File: src/rtl/npc_pkg.sv
package npc_pkg;

    localparam int unsigned XLEN      = 32;
    localparam int unsigned KIND_W    = 3;
    localparam int unsigned REG_IDX_W = 5;
    localparam int unsigned WORD_SH   = 2;

    localparam logic [XLEN-1:0]      BOOT_PC = 32'h0000_1000;
    localparam logic [REG_IDX_W-1:0] RET_REG = 5'd31;

    typedef enum logic [KIND_W-1:0] {
        K_SEQ  = 3'd0,
        K_BEQ  = 3'd1,
        K_BNE  = 3'd2,
        K_JMP  = 3'd3,
        K_JAL  = 3'd4,
        K_JREG = 3'd5
    } flow_kind_e;

    typedef struct packed {
        logic [XLEN-1:0] seq;
        logic [XLEN-1:0] branch;
        logic [XLEN-1:0] region;
    } target_set_t;

    typedef struct packed {
        logic            load;
        logic [XLEN-1:0] dest;
        logic            link;
        logic            misalign;
    } decision_t;

    function automatic logic word_aligned(input logic [XLEN-1:0] a);
        return (a[WORD_SH-1:0] == '0);
    endfunction

endpackage

File: src/rtl/npc_target_gen.sv
module npc_target_gen
    import npc_pkg::*;
#(
    parameter int unsigned OFF_W = 16,
    parameter int unsigned JF_W  = 26
) (
    input  logic [XLEN-1:0]  pc,
    input  logic [OFF_W-1:0] off,
    input  logic [JF_W-1:0]  jf,
    output target_set_t      tg
);
    localparam int unsigned EXT_W    = XLEN - OFF_W - WORD_SH;
    localparam int unsigned REGION_W = XLEN - JF_W - WORD_SH;

    logic [XLEN-1:0] step;
    logic [XLEN-1:0] disp;

    always_comb begin
        step      = pc + XLEN'(4);
        disp      = {{EXT_W{off[OFF_W-1]}}, off, {WORD_SH{1'b0}}};
        tg.seq    = step;
        tg.branch = step + disp;
        tg.region = {step[XLEN-1 -: REGION_W], jf, {WORD_SH{1'b0}}};
    end

endmodule

File: src/rtl/npc_select.sv
module npc_select
    import npc_pkg::*;
(
    input  logic [KIND_W-1:0] kind,
    input  logic              stall,
    input  logic [XLEN-1:0]   opa,
    input  logic [XLEN-1:0]   opb,
    input  target_set_t       tg,
    output decision_t         dec
);
    logic same;

    always_comb begin
        same         = (opa == opb);
        dec.load     = 1'b1;
        dec.dest     = tg.seq;
        dec.link     = 1'b0;
        dec.misalign = 1'b0;
        case (flow_kind_e'(kind))
            K_BEQ:  if (same)  dec.dest = tg.branch;
            K_BNE:  if (!same) dec.dest = tg.branch;
            K_JMP:  dec.dest = tg.region;
            K_JAL: begin
                dec.dest = tg.region;
                dec.link = 1'b1;
            end
            K_JREG: begin
                if (word_aligned(opa)) begin
                    dec.dest = opa;
                end else begin
                    dec.load     = 1'b0;
                    dec.misalign = 1'b1;
                end
            end
            default: dec.dest = tg.seq;
        endcase
        if (stall) begin
            dec.load     = 1'b0;
            dec.link     = 1'b0;
            dec.misalign = 1'b0;
        end
    end

endmodule

File: src/rtl/npc_pc_reg.sv
module npc_pc_reg
    import npc_pkg::*;
#(
    parameter logic [XLEN-1:0] RESET_PC = BOOT_PC
) (
    input  logic            clk,
    input  logic            rst,
    input  logic            load,
    input  logic [XLEN-1:0] nxt,
    output logic [XLEN-1:0] pc
);
    always_ff @(posedge clk) begin
        if (rst)       pc <= RESET_PC;
        else if (load) pc <= nxt;
    end
endmodule

File: src/rtl/npc_flow_unit.sv
module npc_flow_unit
    import npc_pkg::*;
#(
    parameter int unsigned     OFF_W    = 16,
    parameter int unsigned     JF_W     = 26,
    parameter logic [XLEN-1:0] RESET_PC = BOOT_PC
) (
    input  logic                 clk,
    input  logic                 rst,
    input  logic                 stall,
    input  logic [KIND_W-1:0]    ctl_kind,
    input  logic [XLEN-1:0]      opnd_a,
    input  logic [XLEN-1:0]      opnd_b,
    input  logic [OFF_W-1:0]     br_off,
    input  logic [JF_W-1:0]      jmp_field,
    output logic [XLEN-1:0]      pc_o,
    output logic                 link_we,
    output logic [REG_IDX_W-1:0] link_idx,
    output logic [XLEN-1:0]      link_val,
    output logic                 misalign
);
    target_set_t tg;
    decision_t   dec;
    logic [XLEN-1:0] pc_q;

    npc_target_gen #(.OFF_W(OFF_W), .JF_W(JF_W)) u_tgen (
        .pc  (pc_q),
        .off (br_off),
        .jf  (jmp_field),
        .tg  (tg)
    );

    npc_select u_sel (
        .kind  (ctl_kind),
        .stall (stall),
        .opa   (opnd_a),
        .opb   (opnd_b),
        .tg    (tg),
        .dec   (dec)
    );

    npc_pc_reg #(.RESET_PC(RESET_PC)) u_pc (
        .clk  (clk),
        .rst  (rst),
        .load (dec.load),
        .nxt  (dec.dest),
        .pc   (pc_q)
    );

    assign pc_o     = pc_q;
    assign link_we  = dec.link & ~rst;
    assign link_idx = RET_REG;
    assign link_val = tg.seq;
    assign misalign = dec.misalign & ~rst;

endmodule

File: config.mk
export PLATFORM = sky130hd
export DESIGN_NAME = npc_flow_unit
export DESIGN_NICKNAME = d
export VERILOG_FILES = /design/src/rtl/npc_pkg.sv /design/src/rtl/npc_target_gen.sv /design/src/rtl/npc_select.sv /design/src/rtl/npc_pc_reg.sv /design/src/rtl/npc_flow_unit.sv
export SDC_FILE = /design/constraint.sdc
export NUM_CORES = 1
export LEC_CHECK = 0
export ABC_AREA = 1
export ABC_CLOCK_PERIOD_IN_PS = 7400
export CAP_MARGIN = 20
export CORE_MARGIN = 10
export CORE_UTILIZATION = 40
export CTS_CLUSTER_DIAMETER = 60
export DETAILED_ROUTE_END_ITERATION = 6
export PLACE_DENSITY = 0.67
export SLEW_MARGIN = 20
export SYNTH_ARGS = -nofsm -noshare
export SYNTH_HDL_FRONTEND = slang
export SYNTH_HIERARCHICAL = 1
export SYNTH_SLANG_ARGS = --single-unit
File: constraint.sdc
create_clock -name clk -period 7.4 [get_ports clk]
set_input_delay 1.11 -clock clk [delete_from_list [all_inputs] [get_ports clk]]
set_output_delay 1.11 -clock clk [all_outputs]
set_load 0.01 [all_outputs]
==> impl_results.md, run 1 <==
* Run status: finished, final reports clean
* Post-layout total power at 1.07 mW
* Total Nets Final at 1703
* Total Negative Setup Slacks at 0 ps
* Share of synthesized flip-flops with an asynchronous set or reset at 0%
* Count of mapped cells out of synthesis at 1448
* Root buffer cell: sky130_fd_sc_hd__clkbuf_16
* H-Tree Depth at 2
* Area after DPL at 0.00904 sq mm
* Antenna violations before repair at 0
* Hold WC Path Type: flop to flop
* Dominant register cell in the synthesized netlist: sky130_fd_sc_hd__dfxtp_1
* DP Worst Slack at 3220 ps
* Crit share post-route at 56.6%
* Flip-flop count of the largest register, all copies and words added at 32
* Clk pin slew, worst setup/hold paths at 60 ps
* WP data required at 6290 ps
* Wire length of the first global-routing pass at 45.5 mm
* PortBufs at 177
* Antenna Violating Nets Remaining at 0
* Placer Congestion at 0.955
* Std-Cell Rows at 49
* Largest fanout on the critical path at 31
* Area of the mapped netlist at 0.00746 sq mm
* Total power per unit cell area at 117 mW/mm^2
* Post-synthesis cell type count at 36
* Register with the most flip-flops: u_pc/pc
* DIE WIDTH at 157 microns
* Area growth, synth to finish at 23.2%
* Relative slew slack at 37.5%
* Portion of total power attributed to sequential cells at 20.5%
* RSZ-0062 raised after global routing: no
* Diodes inserted at 0
* Power Internal at 0.576 mW
* Worst R2R Path Depth at 24
* Drc violations at 0
* Count of cells along the worst hold path at 2
* Part of the total power dissipated in combinational logic at 59.2%
* Clock Sinks at 32
* Number of global-route vias before repair at 8334
* Number of max-cap violations at 0
* Slew Viols, Final at 0
* Worst setup path class: input port to primary output
* Final WS setup at 3210 ps
* First-pass iteration count of the detailed router at 5
* Combined global-route utilization of all metal layers at 23.0%
* Core outline area at 0.0181 sq mm
* FMAX at 239 MHz
* Final setup violation count at 0
* Maximum vdd ir drop at 0.0706 mV
* Average size of a mapped cell at 5.15 sq um
* Largest registers in the final layout: u_pc/pc (32)
* WL per Instance at 16.5 microns
* Register area share after synthesis at 8.59%
* Arrival time of the worst setup path at 3080 ps
* Number of flops mapped to enable cells by yosys at 0
* Clock tree from TritonCTS: done
* I/O Pins at 183
* Critical Path Start Type: input port
* Maximum number of pins on one net before global-route repair at 68
* Maximum buffer depth of the clock tree at 2
* Initial standard-cell utilization of the core at 41.1%
* Number of gates given a new drive strength after cts at 0
* Cts bufs inserted at 5
* Lkg Pwr at 4.68 nW
* Layout Skew at 5.47 ps
* Worst skew pair latency at 290 ps
* Post-CTS Setup Repair Bufs at 0
* Slew @ Worst Pin at 935 ps
* Final instance area at 0.00919 sq mm
* Share of total power in the clock network at 20.4%
* Ratio of routed vias to standard cells at 5.21
* Hold bufs inserted after CTS at 0
* FF+latch count, synth at 32
* Area of the die at 0.0245 sq mm
* Die Y at 157 microns
* Psw at 0.495 mW
* Vias after detailed routing at 9302
* Fraction of layout instances using a drive strength above 1 at 3.15%
* Shortest period the worst path allows at 4190 ps
* Crit end category: primary output
* Detailed placer's ending HPWL at 23.4 mm
* Starting DRC count in detailed routing at 980
* Final routed wirelength across all metal layers at 29.5 mm
* Final global-route overflow total at 0
* Sw frac at 46.2%
* Endpoints failing hold at 0
* Synth Warn # at 6
-- power by group through the flow --
stage / registers, mW / clock network (mW) / logic (mW)
global route: 0.221 / 0.228 / 0.702
detailed placement: 0.222 / 0 / 0.620
global placement: 0.221 / 0 / 0.614
floorplan: 0.218 / 0 / 0.386
CTS: 0.218 / 0.223 / 0.624
finish: 0.219 / 0.218 / 0.634
-- worst paths after layout --
path,from,slack (ps),end
worst max register to register,u_pc/pc[2]$_SDFFE_PP0P_,3350,u_pc/pc[30]$_SDFFE_PP0P_
worst max-delay path,ctl_kind[0],3210,misalign
worst min register to register,u_pc/pc[31]$_SDFFE_PP0P_,520,u_pc/pc[31]$_SDFFE_PP0P_
worst min-delay path,u_pc/pc[31]$_SDFFE_PP0P_,520,u_pc/pc[31]$_SDFFE_PP0P_
-- cells in the mapped netlist, types with 9 or more instances --
| library cell | number | area share (%) |
|---|---|---|
| sky130_fd_sc_hd__ha_1 | 33 | 5.5 |
| sky130_fd_sc_hd__inv_1 | 237 | 12 |
| sky130_fd_sc_hd__nand3_1 | 158 | 11 |
| sky130_fd_sc_hd__a21oi_1 | 31 | 2.1 |
| sky130_fd_sc_hd__o21ai_0 | 61 | 4.1 |
| sky130_fd_sc_hd__nand2_1 | 460 | 23 |
| sky130_fd_sc_hd__o21ai_1 | 9 | 0.60 |
| sky130_fd_sc_hd__clkbuf_1 | 18 | 0.91 |
| sky130_fd_sc_hd__buf_6 | 13 | 2.0 |
| sky130_fd_sc_hd__buf_4 | 48 | 4.8 |
| sky130_fd_sc_hd__xor2_1 | 34 | 4.0 |
| sky130_fd_sc_hd__nor2_1 | 182 | 9.2 |
| sky130_fd_sc_hd__nand4_1 | 39 | 3.3 |
| sky130_fd_sc_hd__dfxtp_1 | 32 | 8.6 |
| sky130_fd_sc_hd__xnor2_1 | 28 | 3.3 |
-- placed cells by master (no fill, tap or decap), types with 2 or more instances in the layout --
| cell type | instances |
|---|---|
| sky130_fd_sc_hd__a21o_1 | 2 |
| sky130_fd_sc_hd__a21oi_1 | 31 |
| sky130_fd_sc_hd__buf_4 | 8 |
| sky130_fd_sc_hd__clkbuf_16 | 5 |
| sky130_fd_sc_hd__clkdlybuf4s50_1 | 177 |
| sky130_fd_sc_hd__clkinv_2 | 2 |
| sky130_fd_sc_hd__conb_1 | 7 |
| sky130_fd_sc_hd__dfxtp_1 | 32 |
| sky130_fd_sc_hd__ha_1 | 33 |
| sky130_fd_sc_hd__inv_1 | 237 |
| sky130_fd_sc_hd__inv_2 | 6 |
| sky130_fd_sc_hd__nand2_1 | 459 |
| sky130_fd_sc_hd__nand2_2 | 5 |
| sky130_fd_sc_hd__nand3_1 | 158 |
| sky130_fd_sc_hd__nand3b_1 | 7 |
| sky130_fd_sc_hd__nand4_1 | 39 |
| sky130_fd_sc_hd__nor2_1 | 178 |
| sky130_fd_sc_hd__nor2_2 | 7 |
| sky130_fd_sc_hd__nor2_4 | 6 |
| sky130_fd_sc_hd__nor3_1 | 8 |
| sky130_fd_sc_hd__nor3_2 | 2 |
| sky130_fd_sc_hd__o21ai_0 | 61 |
| sky130_fd_sc_hd__o21ai_1 | 8 |
| sky130_fd_sc_hd__o21bai_1 | 6 |
| sky130_fd_sc_hd__xnor2_1 | 28 |
| sky130_fd_sc_hd__xor2_1 | 34 |
-- per-stage QoR --
step	util, %	hold slack [ps]	cells
floorplan	-	515	1453
global placement	49.7	509	1778
detailed placement	49.8	521	1779
CTS	50.6	529	1787
global route	50.6	558	1787
finish	50.6	521	1787
-- final cells by class --
class	count	area (sq um)
Timing Repair Buffer	186	1860
Inverter	243	912
Tap cell	229	287
Clock inverter	2	10.0
Fill cell	1965	8960
Multi-Input combinational cell	1089	5340
Sequential cell	32	641
Clock buffer	6	139
-- per-layer routing --
metal | GRT usage, % | vias to the layer above | share of wire, %
li1 | - | 4651 | -
met1 | 32.6 | 4180 | 47
met2 | 34.0 | 442 | 41
met3 | 5.07 | 29 | 10
met4 | 6.74 | 0 | 2.2
met5 | 0 | - | 0
-- cells by family (layout without fill, tap and decap cells) --
logic type               after synthesis  in the layout  share of synthesized area (%)
adder cells (fa/ha/maj)               34             34                           5.80
AND/OR/NAND/NOR                      875            875                           49.8
XOR/XNOR                              62             62                           7.28
other                                  2              7                          0.101
flip-flops                            32             32                           8.59
buffers and inverters                332            437                           20.6
AO/OA/AOI/OAI                        111            111                           7.85
-- worst max-delay path: stages --
cell and delay (ps):
sky130_fd_sc_hd__clkdlybuf4s50_1 510, sky130_fd_sc_hd__nand2_1 130, sky130_fd_sc_hd__nor2_1 110, sky130_fd_sc_hd__buf_4 280, sky130_fd_sc_hd__inv_1 100, sky130_fd_sc_hd__nor3_1 140
sky130_fd_sc_hd__inv_1 50, sky130_fd_sc_hd__nor2_1 80, sky130_fd_sc_hd__clkdlybuf4s50_1 550
No activity file was read; power rests on OpenSTA's default activity.
==> run 2: changes to the inputs <==
ABC_CLOCK_PERIOD_IN_PS = 3500   (was 7400)
PLACE_DENSITY = 0.69   (was 0.67)
clock period = 3.5 ns   (was 7.4 ns; I/O delays follow)
==> impl_results.md, run 2 (synthesis results as in run 1) <==
* Area of the die at 0.0245 sq mm (unchanged)
* Initial standard-cell utilization of the core at 41.1% (unchanged)
* Final global-route overflow total at 0 (unchanged)
* Critical Path Start Type: flop
* Total area of sequential cells at 656 sq um (+2.3%)
* Area growth, synth to finish at 33.3%
* Hold WC Path Type: flop to flop
* Fill cell count at 1943 (-1.1%)
* Combined global-route utilization of all metal layers at 25.3% (+2.2 points)
* Root buffer cell: sky130_fd_sc_hd__clkbuf_16
* Largest fanout on the critical path at 4 (-87%)
* First-pass iteration count of the detailed router at 6 (+1)
* Starting DRC count in detailed routing at 1101 (+12%)
* Most common cell after layout, fill and taps aside: sky130_fd_sc_hd__nand2_1
* Area of the multi-input gates at 0.00555 sq mm (+3.9%)
* Maximum buffer depth of the clock tree at 2 (unchanged)
* Total Nets Final at 1772 (+4.1%)
* Number of max-cap violations at 0 (unchanged)
* Die Y at 157 microns (unchanged)
* Shortest period the worst path allows at 3350 ps
* Number of global-route vias before repair at 8820 (+5.8%)
* Slew Viols, Final at 0 (unchanged)
* Antenna Violating Nets Remaining at 0 (unchanged)
* Count of cells along the worst hold path at 2 (unchanged)
* Drc violations at 0 (unchanged)
* Crit share post-route at 95.8%
* Largest registers in the final layout: u_pc/pc (32)
* Layout Skew at 8.51 ps (+3.04 ps)
* Area after DPL at 0.00958 sq mm (+5.9%)
* Endpoints failing hold at 0 (unchanged)
* Lkg Pwr at 5.08 nW (+8.5%)
* Clk pin slew, worst setup/hold paths at 60 ps (about the same)
* Detailed placer's ending HPWL at 25.9 mm (+10%)
* Ratio of routed vias to standard cells at 5.29 (+1.6%)
* Worst skew pair latency at 290 ps (about the same)
* Core outline area at 0.0181 sq mm (unchanged)
* Register with the most flip-flops: u_pc/pc
* Vias after detailed routing at 9808 (+5.4%)
* Crit end category: flop
* RSZ-0062 raised after global routing: yes
* Post-layout total power at 2.41 mW (+130%)
* Worst R2R Path Depth at 25 (+4.2%)
* Final setup violation count at 0 (unchanged)
* WP data required at 3680 ps (-2610 ps)
* Maximum vdd ir drop at 0.148 mV (+110%)
* Run status: finished, final reports clean
* Placer Congestion at 1.07 (+12%)
* Final routed wirelength across all metal layers at 32.6 mm (+10%)
* Clock tree from TritonCTS: done
* Relative slew slack at 41.5% (+4.0 points)
* Clock Sinks at 32 (unchanged)
* Cts bufs inserted at 5 (unchanged)
* H-Tree Depth at 2 (unchanged)
* I/O Pins at 183 (unchanged)
* Flip-flop count of the largest register, all copies and words added at 32 (unchanged)
* DIE WIDTH at 157 microns (unchanged)
* Total power per unit cell area at 243 mW/mm^2 (+110%)
* Maximum number of pins on one net before global-route repair at 65 (-4.4%)
* Commonest non-fill, non-tap cells in the layout: 451 x sky130_fd_sc_hd__nand2_1, 236 x sky130_fd_sc_hd__inv_1, 177 x sky130_fd_sc_hd__clkdlybuf4s50_1
* Hold bufs inserted after CTS at 0 (unchanged)
* FMAX at 298 MHz
* Fraction of layout instances using a drive strength above 1 at 10.6% (+7.4 points)
* WL per Instance at 17.6 microns (+6.3%)
* Slew @ Worst Pin at 877 ps (-58.3 ps)
* Wire length of the first global-routing pass at 49.4 mm (+8.6%)
* Arrival time of the worst setup path at 3540 ps (+460 ps)
* Final instance area at 0.00995 sq mm (+8.2%)
* Std-Cell Rows at 49 (unchanged)
* Diodes inserted at 0 (unchanged)
* PortBufs at 177 (unchanged)
* Worst setup path class: flop to flop
* Antenna violations before repair at 0 (unchanged)
==> run 2: cell types whose count changed in the layout (fill, tap and decap cells not counted), sizes merged <==
cell / change
buf: +69
clkinv: -1
==> run 2: critical path, cell delays in order, from the launching register on <==
cell	delay [ps]
sky130_fd_sc_hd__dfxtp_1	380
sky130_fd_sc_hd__nand2_1	120
sky130_fd_sc_hd__nor2_2	160
sky130_fd_sc_hd__nand2_2	100
sky130_fd_sc_hd__nor3_4	280
sky130_fd_sc_hd__nand2_2	120
sky130_fd_sc_hd__nor2_2	140
sky130_fd_sc_hd__xor2_2	190
sky130_fd_sc_hd__ha_2	340
sky130_fd_sc_hd__a21oi_2	180
sky130_fd_sc_hd__o21ai_1	110
sky130_fd_sc_hd__nand2_1	80
sky130_fd_sc_hd__nand2_1	60
sky130_fd_sc_hd__a21oi_2	170
sky130_fd_sc_hd__nand2_1	70
sky130_fd_sc_hd__nand2_1	60
sky130_fd_sc_hd__nand2_1	50
sky130_fd_sc_hd__inv_1	70
sky130_fd_sc_hd__nor2_1	50
sky130_fd_sc_hd__nand3_1	90
sky130_fd_sc_hd__nand2_1	50
sky130_fd_sc_hd__nand3b_1	150
sky130_fd_sc_hd__inv_1	60
sky130_fd_sc_hd__nand2_1	40
sky130_fd_sc_hd__nand2_1	70
sky130_fd_sc_hd__nor2_1	40
==> run 2: layout make-up <==
cell class | instances | area share [%]
Clock buffer | 6 | 1.30
Clock inverter | 1 | 0.0503
Inverter | 243 | 9.17
Multi-Input combinational cell | 1089 | 55.8
Sequential cell | 32 | 6.59
Tap cell | 229 | 2.88
Timing Repair Buffer | 255 | 24.2
==> run 2: repair_timing <==
action,CTS,global route
setup buffers,0,2
setup endpoints to repair,7,16
gates resized for setup,7,59
cloned,0,0
pin swaps,1,13
==> run 2: final timing paths <==
kind                           startpoint                       end  slack, ps
setup reg to reg  u_pc/pc[7]$_SDFFE_PP0P_  u_pc/pc[30]$_SDFFE_PP0P_        150
hold reg to reg   u_pc/pc[6]$_SDFFE_PP0P_   u_pc/pc[6]$_SDFFE_PP0P_        500
hold / removal    u_pc/pc[6]$_SDFFE_PP0P_   u_pc/pc[6]$_SDFFE_PP0P_        500
setup / recovery  u_pc/pc[7]$_SDFFE_PP0P_  u_pc/pc[30]$_SDFFE_PP0P_        150
==> run 2: stage by stage <==
| stage | cells | util [%] | hold WS, ps | setup slack (ps) | setup TNS (ps) |
|---|---|---|---|---|---|
| floorplan | 1453 | - | 515 | 328 | 0 |
| global placement | 1846 | 52.7 | 500 | -109 | -305 |
| detailed placement | 1846 | 52.8 | 504 | -110 | -469 |
| CTS | 1853 | 53.7 | 510 | 35.8 | 0 |
| global route | 1855 | 54.8 | 512 | -101 | -347 |
| finish | 1855 | 54.8 | 502 | 149 | 0 |
==> run 2: metal layers <==
layer	routed length [microns]	GRT usage (%)
met4	631	5.84
met1	14500	35.8
met3	3850	5.92
met5	0	0
met2	13600	37.6
==> run 2: power by group <==
part	leakage, nW	switching [mW]	internal [mW]
clock network	0.0667	0.182	0.259
registers	0.269	0.0483	0.400
logic	4.75	0.882	0.641
total	5.08	1.11	1.30
==> run 3: changes to the inputs <==
CORE_UTILIZATION = 47   (was 40)
PLACE_DENSITY = 0.8   (was 0.69)
==> impl_results.md, run 3 (synthesis results as in run 1) <==
* Post-route non-filler standard cell count at 1846 (-0.49%)
* Cts bufs inserted at 5 (unchanged)
* Diodes inserted at 0 (unchanged)
* Total Nets Final at 1780 (+0.45%)
* Clock tree from TritonCTS: done
* Most common cell type on the critical path: sky130_fd_sc_hd__nand2_1
* Crit end category: flop
* Maximum number of pins on one net before global-route repair at 65 (unchanged)
* Initial standard-cell utilization of the core at 48.5% (+7.4 points)
* Critical Path Start Type: flop
* H-Tree Depth at 2 (unchanged)
* Hold bufs inserted after CTS at 0 (unchanged)
* Total power per unit cell area at 247 mW/mm^2 (+1.7%)
* Fraction of layout instances using a drive strength above 1 at 11.7% (+1.2 points)
* Largest registers in the final layout: u_pc/pc (32)
* Final global-route overflow total at 0 (unchanged)
* Relative slew slack at 45.5% (+4.0 points)
* Most common cell after layout, fill and taps aside: sky130_fd_sc_hd__nand2_1
* Max stage delay on crit path at 380 ps (about the same)
* Vias after detailed routing at 9930 (+1.2%)
* Endpoints failing hold at 0 (unchanged)
* Combined global-route utilization of all metal layers at 27.8% (+2.6 points)
* DIE WIDTH at 146 microns (-6.8%)
* Failing checks: design-rule violations
* Wire length of the first global-routing pass at 48.7 mm (-1.5%)
* Placer Congestion at 0.981 (-8.4%)
* Arrival time of the worst setup path at 3480 ps (-60 ps)
* Post-route worst hold slack at 509 ps (+7.11 ps)
* Slew Viols, Final at 0 (unchanged)
* Lkg Pwr at 5.11 nW (+0.55%)
* Ratio of routed vias to standard cells at 5.38 (+1.7%)
* Hold WC Path Type: flop to flop
* Total Negative Setup Slacks at 0 ps (unchanged)
* WP data required at 3680 ps (about the same)
* I/O Pins at 183 (unchanged)
* Antenna Violating Nets Remaining at 0 (unchanged)
* Maximum buffer depth of the clock tree at 2 (unchanged)
* Flip-flop count of the largest register, all copies and words added at 32 (unchanged)
* Register with the most flip-flops: u_pc/pc
* Number of max-cap violations at 0 (unchanged)
* PortBufs at 177 (unchanged)
* Post-layout total power at 2.49 mW (+3.2%)
* Std-Cell Rows at 45 (-8.2%)
* First-pass iteration count of the detailed router at 7 (+1)
* Cell with the largest stage delay on the worst path: sky130_fd_sc_hd__dfxtp_2
* Root buffer cell: sky130_fd_sc_hd__clkbuf_16
* Worst setup path class: flop to flop
* Detailed placer's ending HPWL at 25.7 mm (-0.67%)
* Number of global-route vias before repair at 8701 (-1.3%)
* Area growth, synth to finish at 35.2%
* Clk pin slew, worst setup/hold paths at 60 ps (about the same)
* Die Y at 146 microns (-6.8%)
* Commonest non-fill, non-tap cells in the layout: 448 x sky130_fd_sc_hd__nand2_1, 236 x sky130_fd_sc_hd__inv_1, 177 x sky130_fd_sc_hd__clkdlybuf4s50_1
* WL per Instance at 17.2 microns (-1.9%)
* FMAX at 303 MHz (+1.5%)
* Slew @ Worst Pin at 816 ps (-60.2 ps)
* Area of the die at 0.0213 sq mm (-13%)
* Final routed wirelength across all metal layers at 31.8 mm (-2.4%)
* Dpl cells at 1834 (-0.65%)
* Shortest period the worst path allows at 3300 ps (-48.2 ps)
* Starting DRC count in detailed routing at 1454 (+32%)
* Drc violations at 27 (+27)
* Final setup violation count at 0 (unchanged)
* Worst skew pair latency at 290 ps (about the same)
* Maximum vdd ir drop at 0.177 mV (+20%)
* Core outline area at 0.0154 sq mm (-15%)
* Clock Sinks at 32 (unchanged)
* Antenna violations before repair at 0 (unchanged)
* Layout Skew at 7.93 ps (-0.588 ps)
* Run status: complete, but fails checks
* Largest fanout on the critical path at 5 (+1)
* Crit share post-route at 94.4% (-1.4 points)
==> run 3: cell count changes in the layout (fill, tap and decap cells not counted), moves of 3 or more <==
cell,delta
sky130_fd_sc_hd__nor2_4,+4
sky130_fd_sc_hd__nand2_1,-3
sky130_fd_sc_hd__dfxtp_2,-3
sky130_fd_sc_hd__buf_4,+9
sky130_fd_sc_hd__nor2_2,-5
sky130_fd_sc_hd__ha_1,-6
sky130_fd_sc_hd__ha_4,+5
sky130_fd_sc_hd__nand2_2,+3
==> run 3: power by group <==
group          leakage [nW]  switching (mW)  internal (mW)
Clock                0.0766           0.184          0.281
Sequential            0.269          0.0449          0.399
Combinational          4.77           0.917          0.663
Total                  5.11            1.15           1.34
==> run 3: timing repair <==
| item | 4_1_cts | 5_1_grt |
|---|---|---|
| pin swaps | 0 | 8 |
| gates resized for setup | 1 | 86 |
| setup buffers | 0 | 4 |
| endpoints found under the setup margin | 1 | 18 |
==> run 3: final timing paths <==
kind,cells past startpoint,startpoint,to,slack [ps]
setup / recovery,25,u_pc/pc[4]$_SDFFE_PP0P_,u_pc/pc[30]$_SDFFE_PP0P_,200
hold / removal,2,u_pc/pc[10]$_SDFFE_PP0P_,u_pc/pc[10]$_SDFFE_PP0P_,510
setup reg to reg,25,u_pc/pc[4]$_SDFFE_PP0P_,u_pc/pc[30]$_SDFFE_PP0P_,200
hold reg to reg,2,u_pc/pc[10]$_SDFFE_PP0P_,u_pc/pc[10]$_SDFFE_PP0P_,510
==> run 3: cell type report <==
class,count,area (sq um)
inverter,243,912
clock buffer,6,139
tap,211,264
fill,1473,5280
sequential,32,656
timing repair buffer,263,2450
clock inverter,2,10.0
multi-input combinational,1089,5650
==> run 3: per-stage QoR <==
step	area, sq um	util (%)	setup WS (ps)
final	10100	65.6	197
after global routing	10100	65.6	-34.1
after CTS	9730	63.3	12.4
after detailed placement	9580	62.3	-4.24
after global placement	9580	62.3	-21.8
after floorplan	7480	-	328
==> run 3: critical path, delay by kind of cell, from the launching register on <==
family,cells,cell delay (ps)
simple gates,15,1380
buf+inv,5,530
compound gates,3,400
flops,1,380
fa+ha+maj,1,320
xor+xnor,1,180
==> run 3: metal layers <==
layer / global-route usage, % / up-vias / share of wire, %
met5: 0 / - / 0
met4: 7.01 / 0 / 2.4
met2: 41.0 / 632 / 41
met3: 4.38 / 50 / 11
li1: - / 4808 / -
met1: 40.7 / 4440 / 45
